[src/rtl/rx_char_fifo_pkg.sv]
package rx_char_fifo_pkg;
    localparam int CHAR_W   = 8;
    localparam int SIZE_W   = 3;
    localparam int MIN_BITS = 5;
    localparam logic [SIZE_W-1:0] SIZE_NINE = SIZE_W'(4);

    typedef enum logic [1:0] {
        FILL_EMPTY,
        FILL_ONE,
        FILL_TWO
    } fill_state_t;

    typedef struct packed {
        logic [CHAR_W-1:0] data;
        logic              bit8;
        logic              frame_err;
        logic              parity_err;
        logic              overrun;
    } rx_entry_t;

    // Keep-mask for the low data bits: codes below SIZE_NINE give MIN_BITS+code bits.
    function automatic logic [CHAR_W-1:0] keep_mask(input logic [SIZE_W-1:0] code);
        logic [CHAR_W-1:0] m;
        int                n;
        n = (code < SIZE_NINE) ? (MIN_BITS + int'(code)) : CHAR_W;
        for (int i = 0; i < CHAR_W; i++) begin
            m[i] = (i < n);
        end
        return m;
    endfunction
endpackage

[src/rtl/rx_char_pack.sv]
module rx_char_pack
    import rx_char_fifo_pkg::*;
(
    input  logic [CHAR_W-1:0] in_data,
    input  logic              in_bit8,
    input  logic              in_frame_err,
    input  logic              in_parity_err,
    input  logic              parity_check_en,
    input  logic [SIZE_W-1:0] size_code,
    input  logic              ovr_flag,
    output rx_entry_t         entry
);
    always_comb begin
        entry.data       = in_data & keep_mask(size_code);
        entry.bit8       = (size_code == SIZE_NINE) && in_bit8;
        entry.frame_err  = in_frame_err;
        entry.parity_err = in_parity_err && parity_check_en;
        entry.overrun    = ovr_flag;
    end
endmodule

[src/rtl/rx_overrun_track.sv]
module rx_overrun_track (
    input  logic clk,
    input  logic rst_n,
    input  logic rx_enable,
    input  logic buffer_full,
    input  logic pop,
    input  logic shifter_full,
    input  logic start_detect,
    input  logic taken,
    output logic ovr_pending
);
    // Pending overrun waits for the shifter character, then rides into its entry.
    always_ff @(posedge clk or negedge rst_n) begin
        if (!rst_n) begin
            ovr_pending <= 1'b0;
        end else if (!rx_enable || taken) begin
            ovr_pending <= 1'b0;
        end else if (buffer_full && !pop && shifter_full && start_detect) begin
            ovr_pending <= 1'b1;
        end
    end
endmodule

[src/rtl/rx_fifo_core.sv]
module rx_fifo_core
    import rx_char_fifo_pkg::*;
(
    input  logic        clk,
    input  logic        rst_n,
    input  logic        rx_enable,
    input  logic        push,
    input  logic        pop,
    input  rx_entry_t   entry_in,
    output fill_state_t state,
    output rx_entry_t   head
);
    fill_state_t state_q, state_d;
    rx_entry_t   slot0_q, slot1_q;
    logic        load0, load1, shift;

    always_comb begin
        state_d = state_q;
        load0   = 1'b0;
        load1   = 1'b0;
        shift   = 1'b0;
        if (!rx_enable) begin
            state_d = FILL_EMPTY;                       // FLUSH
        end else begin
            unique case (state_q)
                FILL_EMPTY: begin
                    if (push) begin                     // FIRST
                        load0   = 1'b1;
                        state_d = FILL_ONE;
                    end
                end
                FILL_ONE: begin
                    if (push && pop) begin              // REPLACE
                        load0 = 1'b1;
                    end else if (push) begin            // SECOND
                        load1   = 1'b1;
                        state_d = FILL_TWO;
                    end else if (pop) begin             // DRAIN
                        state_d = FILL_EMPTY;
                    end
                end
                FILL_TWO: begin
                    if (pop) begin
                        shift = 1'b1;
                        if (push) begin                 // STREAM
                            load1 = 1'b1;
                        end else begin                  // RELEASE
                            state_d = FILL_ONE;
                        end
                    end
                end
                default: state_d = FILL_EMPTY;
            endcase
        end
    end

    always_ff @(posedge clk or negedge rst_n) begin
        if (!rst_n) begin
            state_q <= FILL_EMPTY;
        end else begin
            state_q <= state_d;
        end
    end

    always_ff @(posedge clk or negedge rst_n) begin
        if (!rst_n) begin
            slot0_q <= '0;
            slot1_q <= '0;
        end else if (!rx_enable) begin
            slot0_q <= '0;
            slot1_q <= '0;
        end else begin
            if (load0) begin
                slot0_q <= entry_in;
            end else if (shift) begin
                slot0_q <= slot1_q;
            end
            if (load1) begin
                slot1_q <= entry_in;
            end
        end
    end

    assign state = state_q;
    assign head  = slot0_q;
endmodule

[src/rtl/rx_char_fifo.sv]
module rx_char_fifo
    import rx_char_fifo_pkg::*;
(
    input  logic              clk,
    input  logic              rst_n,
    input  logic              rx_enable,
    input  logic              shifter_full,
    input  logic              start_detect,
    input  logic [CHAR_W-1:0] in_data,
    input  logic              in_bit8,
    input  logic              in_frame_err,
    input  logic              in_parity_err,
    input  logic              parity_check_en,
    input  logic [SIZE_W-1:0] size_code,
    input  logic              pop,
    output logic              shifter_taken,
    output logic              rx_complete,
    output logic [CHAR_W-1:0] head_data,
    output logic              head_bit8,
    output logic              head_frame_err,
    output logic              head_parity_err,
    output logic              head_overrun
);
    fill_state_t state;
    rx_entry_t   entry_in, head;
    logic        ovr_pending;
    logic        take;

    assign take = rx_enable && shifter_full && ((state != FILL_TWO) || pop);

    rx_char_pack u_pack (
        .in_data         (in_data),
        .in_bit8         (in_bit8),
        .in_frame_err    (in_frame_err),
        .in_parity_err   (in_parity_err),
        .parity_check_en (parity_check_en),
        .size_code       (size_code),
        .ovr_flag        (ovr_pending),
        .entry           (entry_in)
    );

    rx_overrun_track u_ovr (
        .clk          (clk),
        .rst_n        (rst_n),
        .rx_enable    (rx_enable),
        .buffer_full  (state == FILL_TWO),
        .pop          (pop),
        .shifter_full (shifter_full),
        .start_detect (start_detect),
        .taken        (take),
        .ovr_pending  (ovr_pending)
    );

    rx_fifo_core u_core (
        .clk       (clk),
        .rst_n     (rst_n),
        .rx_enable (rx_enable),
        .push      (take),
        .pop       (pop),
        .entry_in  (entry_in),
        .state     (state),
        .head      (head)
    );

    // Output process: head fields are gated to zero while empty.
    always_comb begin
        shifter_taken   = take;
        rx_complete     = (state != FILL_EMPTY);
        head_data       = rx_complete ? head.data : '0;
        head_bit8       = rx_complete && head.bit8;
        head_frame_err  = rx_complete && head.frame_err;
        head_parity_err = rx_complete && head.parity_err;
        head_overrun    = rx_complete && head.overrun;
    end
endmodule

[config.mk]
export PLATFORM = sky130hd
export DESIGN_NAME = rx_char_fifo
export DESIGN_NICKNAME = d
export VERILOG_FILES = /design/src/rtl/rx_char_fifo_pkg.sv /design/src/rtl/rx_char_pack.sv /design/src/rtl/rx_overrun_track.sv /design/src/rtl/rx_fifo_core.sv /design/src/rtl/rx_char_fifo.sv
export SDC_FILE = /design/constraint.sdc
export NUM_CORES = 1
export LEC_CHECK = 0
export ABC_AREA = 1
export BUFFER_PORTS_ARGS = -buffer_cell sky130_fd_sc_hd__buf_2
export CORE_UTILIZATION = 56
export CTS_BUF_LIST = sky130_fd_sc_hd__clkbuf_2
export CTS_CLUSTER_SIZE = 8
export DETAILED_ROUTE_END_ITERATION = 10
export GPL_TIMING_DRIVEN = 0
export PLACE_DENSITY = 0.93
export SLEW_MARGIN = 15
export SYNTH_ARGS = -nofsm -noshare
export SYNTH_HDL_FRONTEND = slang
export SYNTH_SLANG_ARGS = --single-unit
[constraint.sdc]
create_clock -name clk -period 1.8 [get_ports clk]
set_input_delay 0.09 -clock clk [delete_from_list [all_inputs] [get_ports clk]]
set_output_delay 0.09 -clock clk [all_outputs]
set_load 0.01 [all_outputs]
* Word level (Yosys, flattened, before mapping)
Cells that the tools add are included.
Operators by class: add/subtract/negate cells 1, magnitude comparators 9, eq/ne operators 11, mux-type cells 28, bitwise logic cells 1, reduce and logical (&&, ||, !) cells 20
Operator list (number):
- $lt A4 B32 Y1 const A | 4
- $lt A3 B32 Y1 const A | 2
- $mux W12 | 5
- $lt A1 B32 Y1 const A | 1
- $lt A2 B32 Y1 const A | 1
- $mux W32 | 1
- $mux W2 | 7
- $logic_and A1 B1 Y1 | 12
- $mux W1 | 11
- $ne A3 B3 Y1 const B | 3
- $and A8 B8 Y8 | 1
- $mux W8 | 1
- $pmux W2 S3 | 1
- $reduce_and A5 Y1 | 1
- $add A3 B3 Y4 const A | 1
- $ne A4 B3 Y1 const B | 1
- $pmux W1 S2 | 2
- $reduce_bool A2 Y1 | 2
- $eq A3 B3 Y1 const B | 1
- $lt A3 B3 Y1 const B | 1
- $ne A3 B1 Y1 const B | 1
- $ne A3 B2 Y1 const B | 1
- $eq A2 B1 Y1 const B | 1
- $eq A2 B2 Y1 const B | 1
- other kinds (5) | 7
Storage, ports and cells: register bits 27, input port bits 21, output and inout port bits 14, word-level logic and storage cells 82

* Longest topological paths before layout
Gate-level depths: netlist of the first run.
word-level depth 9, mapped depth 10, depth with buffers taken out 10

* By module
From an unflattened synthesis of the first run, not the netlist that was laid out.
Second synthesis, totals: cells, all modules 297, area, all modules 1979.4 µm²
Modules (own cells, without submodules):
- rx_fifo_core | times used 1, cells an instance 212, area an instance 1569.0 µm², sequential area each 650.6 µm²
- rx_char_pack | times used 1, cells an instance 39, area an instance 197.7 µm², sequential area each 0.0 µm²
- rx_char_fifo | times used 1, cells an instance 36, area an instance 146.4 µm², sequential area each 0.0 µm²
- rx_overrun_track | times used 1, cells an instance 10, area an instance 66.3 µm², sequential area each 25.0 µm²

* Worst setup path before layout of the first run
No wires, ideal clock.
path kind reg2reg, start register u_core.state_q[0], in the netlist u_core.state[0], end register u_core.slot1_q[5] in the netlist's numbering, setup time 124 ps, arrival 1248 ps, path slack 428 ps, cell stages (with the launch flop) 11, path buffers 1, clock period less this slack 1372 ps, cells stage by stage dfrtp_1 -> inv_1 -> ha_1 -> nand2_1 -> inv_1 -> nand2_1 -> nand2_1 -> nand2_2 -> clkbuf_8 -> nand3_1 -> o21ai_1
Between the ends: cells in the longest elaborated chain, start to end 8, elaborated cells between the ends (all ways) 12
Ends and longest elaborated chain:
- start, declared | line rx_fifo_core.sv:13 | fill_state_t state_q, state_d;
- start signal, assigned | line rx_fifo_core.sv:61 | state_q <= state_d;
- $ne A2 B2 Y1 | line rx_char_fifo.sv:29 | assign take = rx_enable && shifter_full && ((state != FILL_TWO) || pop);
- $logic_or A1 B1 Y1 | line rx_char_fifo.sv:29
- $logic_and A1 B1 Y1 | line rx_char_fifo.sv:29
- $mux W1 / $logic_and A1 B1 Y1 (equally long branches) | line rx_fifo_core.sv:35, rx_fifo_core.sv:45, rx_fifo_core.sv:33
- $mux W1 (on tied branches) | line rx_fifo_core.sv:43, rx_fifo_core.sv:33
- $pmux W1 S2 * | line rx_fifo_core.sv:25 | unique case (state_q)
- $mux W1 * | line rx_fifo_core.sv:22 | if (!rx_enable) begin
- $ne A2 B1 Y1 (no line) *
- end signal, assigned | line rx_fifo_core.sv:79 | slot1_q <= entry_in;
- end, declared | line rx_fifo_core.sv:14 | rx_entry_t slot0_q, slot1_q;
Mark *: on every way between the ends. The rest lies on a longest branch, timed or not. A chain may end at the register's enable or synchronous reset.

* Worst setup path in the final report of the first run
start register u_core.state_q[0], in the netlist u_core.state[0], end output shifter_taken
Between the ends: cells in the longest elaborated chain, start to end 3
Ends and longest elaborated chain:
- $ne A2 B2 Y1 | line rx_char_fifo.sv:29
- $logic_or A1 B1 Y1 | line rx_char_fifo.sv:29
- $logic_and A1 B1 Y1 | line rx_char_fifo.sv:29
- end, declared | line rx_char_fifo.sv:16 | output logic shifter_taken,
No other way between the ends.

==> results.md, run 1 <==
Cells and area:
- 0 antenna diodes ended up in the layout.
- The post-route cell area is 2040 sq um.
- Relative to the synthesized area, the layout overhead comes to 22.4%.
- The net count of the finished layout is 305.
- Of the cells placed in the final design, the portion with a size suffix greater than 1 is 21.9%.
- Counting the fill cells in the layout gives approximately 220.

Pwr:
- The maximum VDD drop is roughly 0.55 mV.
- Power spread over the standard cell area amounts to ~750 nW/um^2.
- Summed over all cells, the static leakage comes to about 0.0011 uW.

STA:
- The final-report max-slew violation count is 0.
- The share of the clock period used by the worst path is a little over nine tenths.
- The fmax is 583 MHz.
- The tightest slew margin relative to the limit is roughly three fifths.
- The aggregate negative setup slack is 0 ns.
- The smallest clock period supported by the final layout is computed as 1.71 ns.
- The actual transition at the worst max-transition pin is 0.593 ns.
- The final hold violation count was 0.
- Setup repair after global routing could not meet its margin everywhere.
- The number of failing setup endpoints in the final timing report is 0.
- The worst clock skew is around 0.029 ns.

Global route:
- The initial antenna violation count came to 0.
- The wire length of the first global-routing pass is about 6.5 mm.
- The via count of the first global-routing pass is roughly 1500.
- The aggregate global-route resource usage is between 20% and 30%.
- The pin count of the biggest net entering global routing is 28.
- Summed over all layers, the global routing overflow is 0.

Clock network:
- The longest clock path from root to sink contains 2 buffers.
- The sink count of the clock tree is 27.
- The number of buffers created by CTS is 3.
- The clock latency of the later-clocked register in the worst-skew pair is 0.39 ns.
- The root buffer cell chosen for the clock tree is sky130_fd_sc_hd__clkbuf_2.
- The post-CTS clock slew at the launch and capture registers of the worst setup and hold paths is around 0.24 ns.
- In this run the number of H-tree levels came out at 1.
- The post-CTS setup buffer count is 0.
- TritonCTS built the clock tree.

Detailed routing:
- Dividing the detail-routed wire length by the instance count gives roughly 12 um.
- In the routed design, unresolved DRC markers number 0.
- The pre-antenna-repair detailed-routing pass consisted of 5 iterations.
- The routed via count divided by cell count is around 5.2.
- The detailed router's first-iteration violation count is 65.
- The total wirelength of the detailed-routed design is between 3 and 4 mm.
- The routed layout has around 1600 vias.
- The count of nets left with antenna violations once routing finished came out at 0.

Min path:
- The worst hold path belongs to the class input pin to register.

Worst setup path:
- The kind of capture point of the worst setup path is an output pin.
- STA classifies the critical path startpoint as a register.
- STA puts the critical path data required time at roughly 1.7 ns.
- Along the worst path, the maximum fanout reaches 4.
- The setup path with the least slack is of type register to output pin.
- Data on the critical path arrives at its endpoint at 1.62 ns.

Placed design:
- The count of input and output buffers is 33.
- Summing all placed instances gives a cell area of roughly 1900 sq um.
- The congestion estimate from routability-driven global placement came to between 0.8 and 0.9.
- The post-DP HPWL is 2.50 mm.

Run status:
- The run finished with clean final reports.

Floorplan:
- The chip height is ~57 um.
- The total die area is ~3200 sq um.
- The floorplan has 19 rows.
- The initial cell density of the core is between 50% and 60%.
- In this run the standard cell core region covers approximately 2800 sq um.
- Pin placement for this block handled 35 I/O pins.
- The die is approximately 57 um wide.

Logic synthesis:
- Sequential elements use between 40% and 50% of the synthesized area.
- The synthesized netlist occupies a cell area of approximately 1700 sq um.
- The number of nets handed over by synthesis was ~250.
- The distinct cell type count after synthesis is 27.
- For this run, the number of Yosys warnings is 0.
- The synthesized instance count is ~230.
- In this run the mean area of a mapped cell was between 7 and 8 sq um.
- The register bit total from synthesis is 27.

Job:
- Max-cap violations in this run came to 0.
path summary, 6_finish.rpt:
path                                             start                              to  slack (ns)  cells past startpoint
max reg2reg                u_core.state[0]$_DFFE_PN0P_     u_core.head[11]$_DFFE_PN0P_        0.10                     10
max                        u_core.state[0]$_DFFE_PN0P_                   shifter_taken        0.09                      6
max in group asynchronous                        rst_n   u_core.slot1_q[0]$_DFFE_PN0P_        1.21                      2
min reg2reg                u_core.head[11]$_DFFE_PN0P_     u_core.head[11]$_DFFE_PN0P_        0.52                      2
min in group asynchronous                        rst_n      u_core.head[8]$_DFFE_PN0P_        0.18                      2
min                                         in_data[7]  u_core.slot1_q[11]$_DFFE_PN0P_        0.01                      5
per-stage QoR:
stage               setup slack (ns)  cells  utilization (%)  hold slack, ns  total power (uW)
floorplan                      0.428    227                -          -0.206              1090
global placement               0.269    291             67.3           0.119              1230
detailed placement             0.208    291             67.3           0.123              1250
CTS                           0.0489    309             73.2         0.00174              1520
global route                 -0.0444    309             73.3          0.0140              1630
finish                        0.0852    309             73.3          0.0135              1530
where the power goes:
part	internal, uW	switching [uW]	total, uW	leakage (uW)
Combinational	226	356	582	0.000744
Clock	51.5	194	245	0.0000126
Sequential	665	35.4	700	0.000372
cell usage in the layout, fill, tap and decap left out:
| cell | n |
|---|---|
| sky130_fd_sc_hd__nand3b_1 | 3 |
| sky130_fd_sc_hd__inv_2 | 1 |
| sky130_fd_sc_hd__buf_8 | 1 |
| sky130_fd_sc_hd__clkbuf_4 | 1 |
| sky130_fd_sc_hd__clkbuf_8 | 1 |
| sky130_fd_sc_hd__ha_2 | 1 |
| sky130_fd_sc_hd__clkinvlp_4 | 1 |
| sky130_fd_sc_hd__clkbuf_2 | 3 |
| sky130_fd_sc_hd__dlygate4sd3_1 | 14 |
| sky130_fd_sc_hd__nor3_1 | 1 |
| sky130_fd_sc_hd__nand4_4 | 1 |
| sky130_fd_sc_hd__nand3_1 | 16 |
| sky130_fd_sc_hd__inv_1 | 30 |
| sky130_fd_sc_hd__nand2_4 | 2 |
| sky130_fd_sc_hd__nor2_1 | 25 |
| sky130_fd_sc_hd__ha_1 | 4 |
| sky130_fd_sc_hd__a21oi_2 | 1 |
| sky130_fd_sc_hd__nand4_1 | 2 |
| sky130_fd_sc_hd__o21ai_2 | 3 |
| sky130_fd_sc_hd__nand3_2 | 3 |
| sky130_fd_sc_hd__o21ai_1 | 5 |
| sky130_fd_sc_hd__dfrtp_1 | 27 |
| sky130_fd_sc_hd__a21oi_1 | 1 |
| sky130_fd_sc_hd__o21ai_0 | 7 |
| sky130_fd_sc_hd__inv_4 | 1 |
| sky130_fd_sc_hd__nand2_1 | 81 |
| sky130_fd_sc_hd__buf_4 | 2 |
| sky130_fd_sc_hd__buf_6 | 2 |
| sky130_fd_sc_hd__nand2_2 | 3 |
| sky130_fd_sc_hd__a211oi_1 | 1 |
| sky130_fd_sc_hd__nand3_4 | 1 |
| sky130_fd_sc_hd__buf_2 | 33 |
state kept, by name, summed over array words and instances, names as in the netlist:
signal and count:
u_core.head 12, u_core.slot1_q 12, u_core.state 2, u_ovr.ovr_pending 1
critical path: stages, from the launching register on:
cell and delay, ns:
sky130_fd_sc_hd__dfrtp_1 0.46, sky130_fd_sc_hd__inv_1 0.11, sky130_fd_sc_hd__ha_1 0.27, sky130_fd_sc_hd__nand2_2 0.12
sky130_fd_sc_hd__nand2_1 0.11, sky130_fd_sc_hd__inv_1 0.06, sky130_fd_sc_hd__buf_2 0.14
logic make-up after synthesis:
| logic type | synth area share [%] |
|---|---|
| simple gates | 37.7 |
| flops | 40.5 |
| compound gates | 6.46 |
| buf+inv | 11.6 |
| fa+ha+maj | 3.75 |
synthesized netlist by cell type (all sizes together):
library cell	instances	share of area (%)
nand2	86	21
inv	32	7.4
dfrtp	27	41
nor2	25	5.6
nand3	20	7.7
o21ai	15	5.2
buf	5	3.2
ha	5	3.8
nand3b	3	1.4
nand4	3	2.0
a21oi	2	0.83
clkbuf	2	1.1
a211oi	1	0.45
nor3	1	0.30
per-layer routing:
metal  GRT usage [%]  wire length, um  vias to the layer above
met2            41.5             1730                       76
met1            35.3             1640                      708
met5               0                0                        -
met3            3.23              216                       15
met4            10.1              112                        0
li1                -                -                      808
timing repair:
action | CTS | global route
gates resized for setup | 2 | 2
endpoints found under the setup margin | 10 | 11
endpoints found under the hold margin | 40 | 0
hold buffers | 14 | 0
layout make-up:
type | count | area [sq um] | share of cell area (%)
Buffer | 7 | 73.8 | 3.62
Clock buffer | 3 | 15.0 | 0.736
Clock inverter | 1 | 7.51 | 0.368
Inverter | 32 | 123 | 6.01
Multi-Input combinational cell | 161 | 801 | 39.3
Sequential cell | 27 | 676 | 33.1
Tap cell | 31 | 38.8 | 1.90
Timing Repair Buffer | 47 | 305 | 15.0
No activity file was read; power rests on OpenSTA's default activity.
==> inputs of run 2 (changes only) <==
--- a/config.mk
+++ b/config.mk
@@ -13,6 +13,7 @@
 export DETAILED_ROUTE_END_ITERATION = 10
 export GPL_TIMING_DRIVEN = 0
 export PLACE_DENSITY = 0.93
+export REMOVE_ABC_BUFFERS = 1
 export SLEW_MARGIN = 15
 export SYNTH_ARGS = -nofsm -noshare
 export SYNTH_HDL_FRONTEND = slang
==> run 2 against run 1 <==
Power is 3.4% higher. Setup slack better by 0.011 ns. Sequential share of layout area is 0.35 points higher. Clock skew is 0.010 ns lower. Design area decreased by 1.0%. Final cell count shrank 1.3%. Flip-flop and latch count unchanged. Routed wire length grew 3.1%. Largest cell class unchanged.
==> results.md, run 2 (same netlist as run 1, synthesis figures left out) <==
Pwr:
- The leakage power of the design was 0.00112 uW (was 0.00113 uW).
- The maximum VDD drop came to 0.838 mV (was 0.553 mV).
- The relative contribution of combinational cells to total power is 40.6% (was 38.1%).
- The power share of the sequential group was 44.2% (was 45.8%).
- The total chip power is 1580 uW (was 1530 uW).
- The clock network fraction of total power is 15.2% (was 16.0%).
- The reported net switching power is 611 uW (was 585 uW).
- The power density relative to cell area is 783 nW/um^2 (was 749 nW/um^2).
- The switching power as a share of total power is 38.7% (was 38.3%).
- The internal cell power is 968 uW (was 943 uW).

Cells and area:
- The area occupied by registers is 676 sq um (unchanged).
- The post-layout net count is 301 (was 305).
- Commonest cells after routing, fill and taps aside: sky130_fd_sc_hd__nand2_1, sky130_fd_sc_hd__buf_2, sky130_fd_sc_hd__inv_1, sky130_fd_sc_hd__dfrtp_1, sky130_fd_sc_hd__nor2_1 (unchanged).
- The leading cell type in the layout, fill and taps excluded is sky130_fd_sc_hd__nand2_1 (unchanged).
- The post-route cell area is 2020 sq um (was 2040 sq um).
- The area overhead of the layout relative to synthesis is 21.1% (was 22.4%).
- The area taken by multi-input logic gates is 840 sq um (was 801 sq um).
- The count of fill cells added during filler insertion is 238 (was 224).
- The non-filler instance count after layout is 305 (was 309).
- The fraction of final layout cells with drive strength greater than 1 is 22.6% (was 21.9%).
- The diode insertion count for antenna repair is 0 (unchanged).

Floorplan:
- The I/O pin count is 35 (unchanged).
- The placement row count came to 19 (unchanged).
- The die boundary width is 56.6 um (unchanged).
- The chip height came to 56.6 um (unchanged).
- The initial cell density of the core is 59.9% (unchanged).
- The placeable core area is 2780 sq um (unchanged).
- The total die area is 3200 sq um (unchanged).

Global route:
- The wire length of the first global-routing pass is 5.97 mm (was 6.45 mm).
- The initial antenna violation count was 0 (unchanged).
- The pin count of the biggest net entering global routing is 28 (unchanged).
- The via count of the first global-routing pass was 1456 (was 1478).
- The aggregate global routing overflow came to 0 (unchanged).
- The aggregate global-route resource usage is 23.8% (was 25.7%).

STA:
- The aggregate negative setup slack was 0 ns (unchanged).
- The number of failing setup endpoints in the final timing report is 0 (unchanged).
- The final-report max-slew violation count is 0 (unchanged).
- The worst clock skew came to 0.0188 ns (was 0.0291 ns).
- The clock period minus worst slack was 1.70 ns (was 1.71 ns).
- The tightest slew margin relative to the limit is 60.1% (was 60.4%).
- The share of the clock period used by the worst path is 94.7% (was 95.3%).
- The actual transition at the worst max-transition pin is 0.598 ns (was 0.593 ns).
- The worst hold slack across all endpoints is 0.0107 ns (was 0.0135 ns).
- The final hold violation count is 0 (unchanged).
- The fmax is 587 MHz (was 583 MHz).

Clock network:
- The clock latency of the later-clocked register in the worst-skew pair is 0.37 ns (was 0.39 ns).
- The number of buffers created by CTS is 3 (unchanged).
- The sink count of the clock tree came to 27 (unchanged).
- The depth of the CTS H-tree is 1 (unchanged).
- The clock tree from TritonCTS is done (unchanged).
- The post-CTS clock slew at the launch and capture registers of the worst setup and hold paths is 0.26 ns (was 0.24 ns).
- The clock root buffer is sky130_fd_sc_hd__clkbuf_2 (unchanged).
- The deepest clock path buffer count is 2 (unchanged).

Placed design:
- The instance area at placement is 1810 sq um (was 1870 sq um).
- The number of placed cells counting well taps was 285 (was 291).
- The post-DP HPWL is 2.35 mm (was 2.50 mm).
- The final RePlAce weighted congestion was 0.835 (was 0.858).
- The count of input and output buffers was 34 (was 33).

Detailed routing:
- The average wire per cell in the routed design is 12.5 um (was 12.0 um).
- The total wirelength of the detailed-routed design is 3.81 mm (was 3.69 mm).
- The routed via count divided by cell count is 5.24 (was 5.20).
- The post-route antenna net violation count is 0 (unchanged).
- The number of remaining DRC errors is 0 (unchanged).
- The detailed-routing iteration count for the pre-antenna-repair pass came to 4 (was 5).
- The detailed router's first-iteration violation count is 101 (was 65).
- The count of vias placed by the detailed router is 1599 (was 1607).

Worst setup path:
- The signal arrival time at the worst endpoint is 2.02 ns (was 1.62 ns).
- The kind of capture point of the worst setup path was a register (was output pin).
- The data required time at the worst endpoint is 2.12 ns (was 1.71 ns).
- The critical setup path kind is register to register (was register to output pin).
- The maximum fanout along the worst path is 8 (was 4).
- The startpoint type of the worst setup path is a register (unchanged).

Min path:
- The type of the most critical hold path is input pin to register (unchanged).

Run status:
- Outcome: complete, no violations (unchanged).

Job:
- The number of maximum-capacitance violations came to 0 (unchanged).
## run 2: cell count changes in the layout (fill, tap and decap cells not counted), sizes merged
cell and delta:
dlygate4sd3 -3, clkbuf -1, clkinvlp +1, inv -1
## run 2: critical path: stages, from the launching register on
cell                      delay [ns]
sky130_fd_sc_hd__dfrtp_1        0.45
sky130_fd_sc_hd__inv_1          0.11
sky130_fd_sc_hd__ha_1           0.26
sky130_fd_sc_hd__nand4_4        0.22
sky130_fd_sc_hd__nand3_4        0.21
sky130_fd_sc_hd__nand2_4        0.11
sky130_fd_sc_hd__inv_1          0.16
sky130_fd_sc_hd__nand2_1        0.09
sky130_fd_sc_hd__nand2_1        0.06
## run 2: what timing repair did
action	4_1_cts	5_1_grt
gates resized for setup	1	8
endpoints found under the setup margin	25	23
gates cloned	0	1
setup buffers	0	4
hold buffers	11	0
hold endpoints to repair	36	0
## run 2: stage by stage
| step | utilization [%] | worst slack [ns] |
|---|---|---|
| floorplan | - | 0.218 |
| global placement | 64.9 | -0.0919 |
| detailed placement | 64.9 | -0.156 |
| CTS | 69.7 | 0.0320 |
| global route | 72.6 | -0.0332 |
| finish | 72.6 | 0.0962 |
## run 2: path summary, 6_finish.rpt
| check | from | endpoint | slack (ns) | depth (start not counted) |
|---|---|---|---|---|
| setup / recovery | u_core.state[1]$_DFFE_PN0P_ | u_core.head[3]$_DFFE_PN0P_ | 0.1 | 8 |
| hold / removal | in_data[2] | u_core.slot1_q[6]$_DFFE_PN0P_ | 0.01 | 3 |
| setup reg to reg | u_core.state[1]$_DFFE_PN0P_ | u_core.head[3]$_DFFE_PN0P_ | 0.1 | 8 |
| hold reg to reg | u_core.head[5]$_DFFE_PN0P_ | u_core.head[5]$_DFFE_PN0P_ | 0.51 | 2 |
| max in group asynchronous | rst_n | u_core.state[1]$_DFFE_PN0P_ | 1.18 | 2 |
| min in group asynchronous | rst_n | u_core.head[5]$_DFFE_PN0P_ | 0.21 | 2 |
## run 2: power groups by stage
stage	registers, uW	logic [uW]	clock network [uW]
2_1_floorplan	701	350	0
3_3_place_gp	706	497	0
3_5_place_dp	708	514	0
4_1_cts	696	542	239
5_1_grt	707	707	262
6_report	698	642	239
## run 2: metal layers
metal | routed length (um) | track usage [%] | part of all wire, %
met5 | 0 | 0 | 0
met4 | 116 | 10.1 | 3.0
met3 | 234 | 2.07 | 6.1
met2 | 1910 | 42.0 | 50
met1 | 1550 | 29.6 | 41
## run 2: final cells by class
class | instances | area share, %
multi-input cells | 161 | 41.6
repair inverters | 1 | 0.372
inverters | 32 | 6.26
clock buffers | 4 | 0.992
repair buffers | 49 | 15.4
flip-flops and latches | 27 | 33.5
well taps | 31 | 1.92
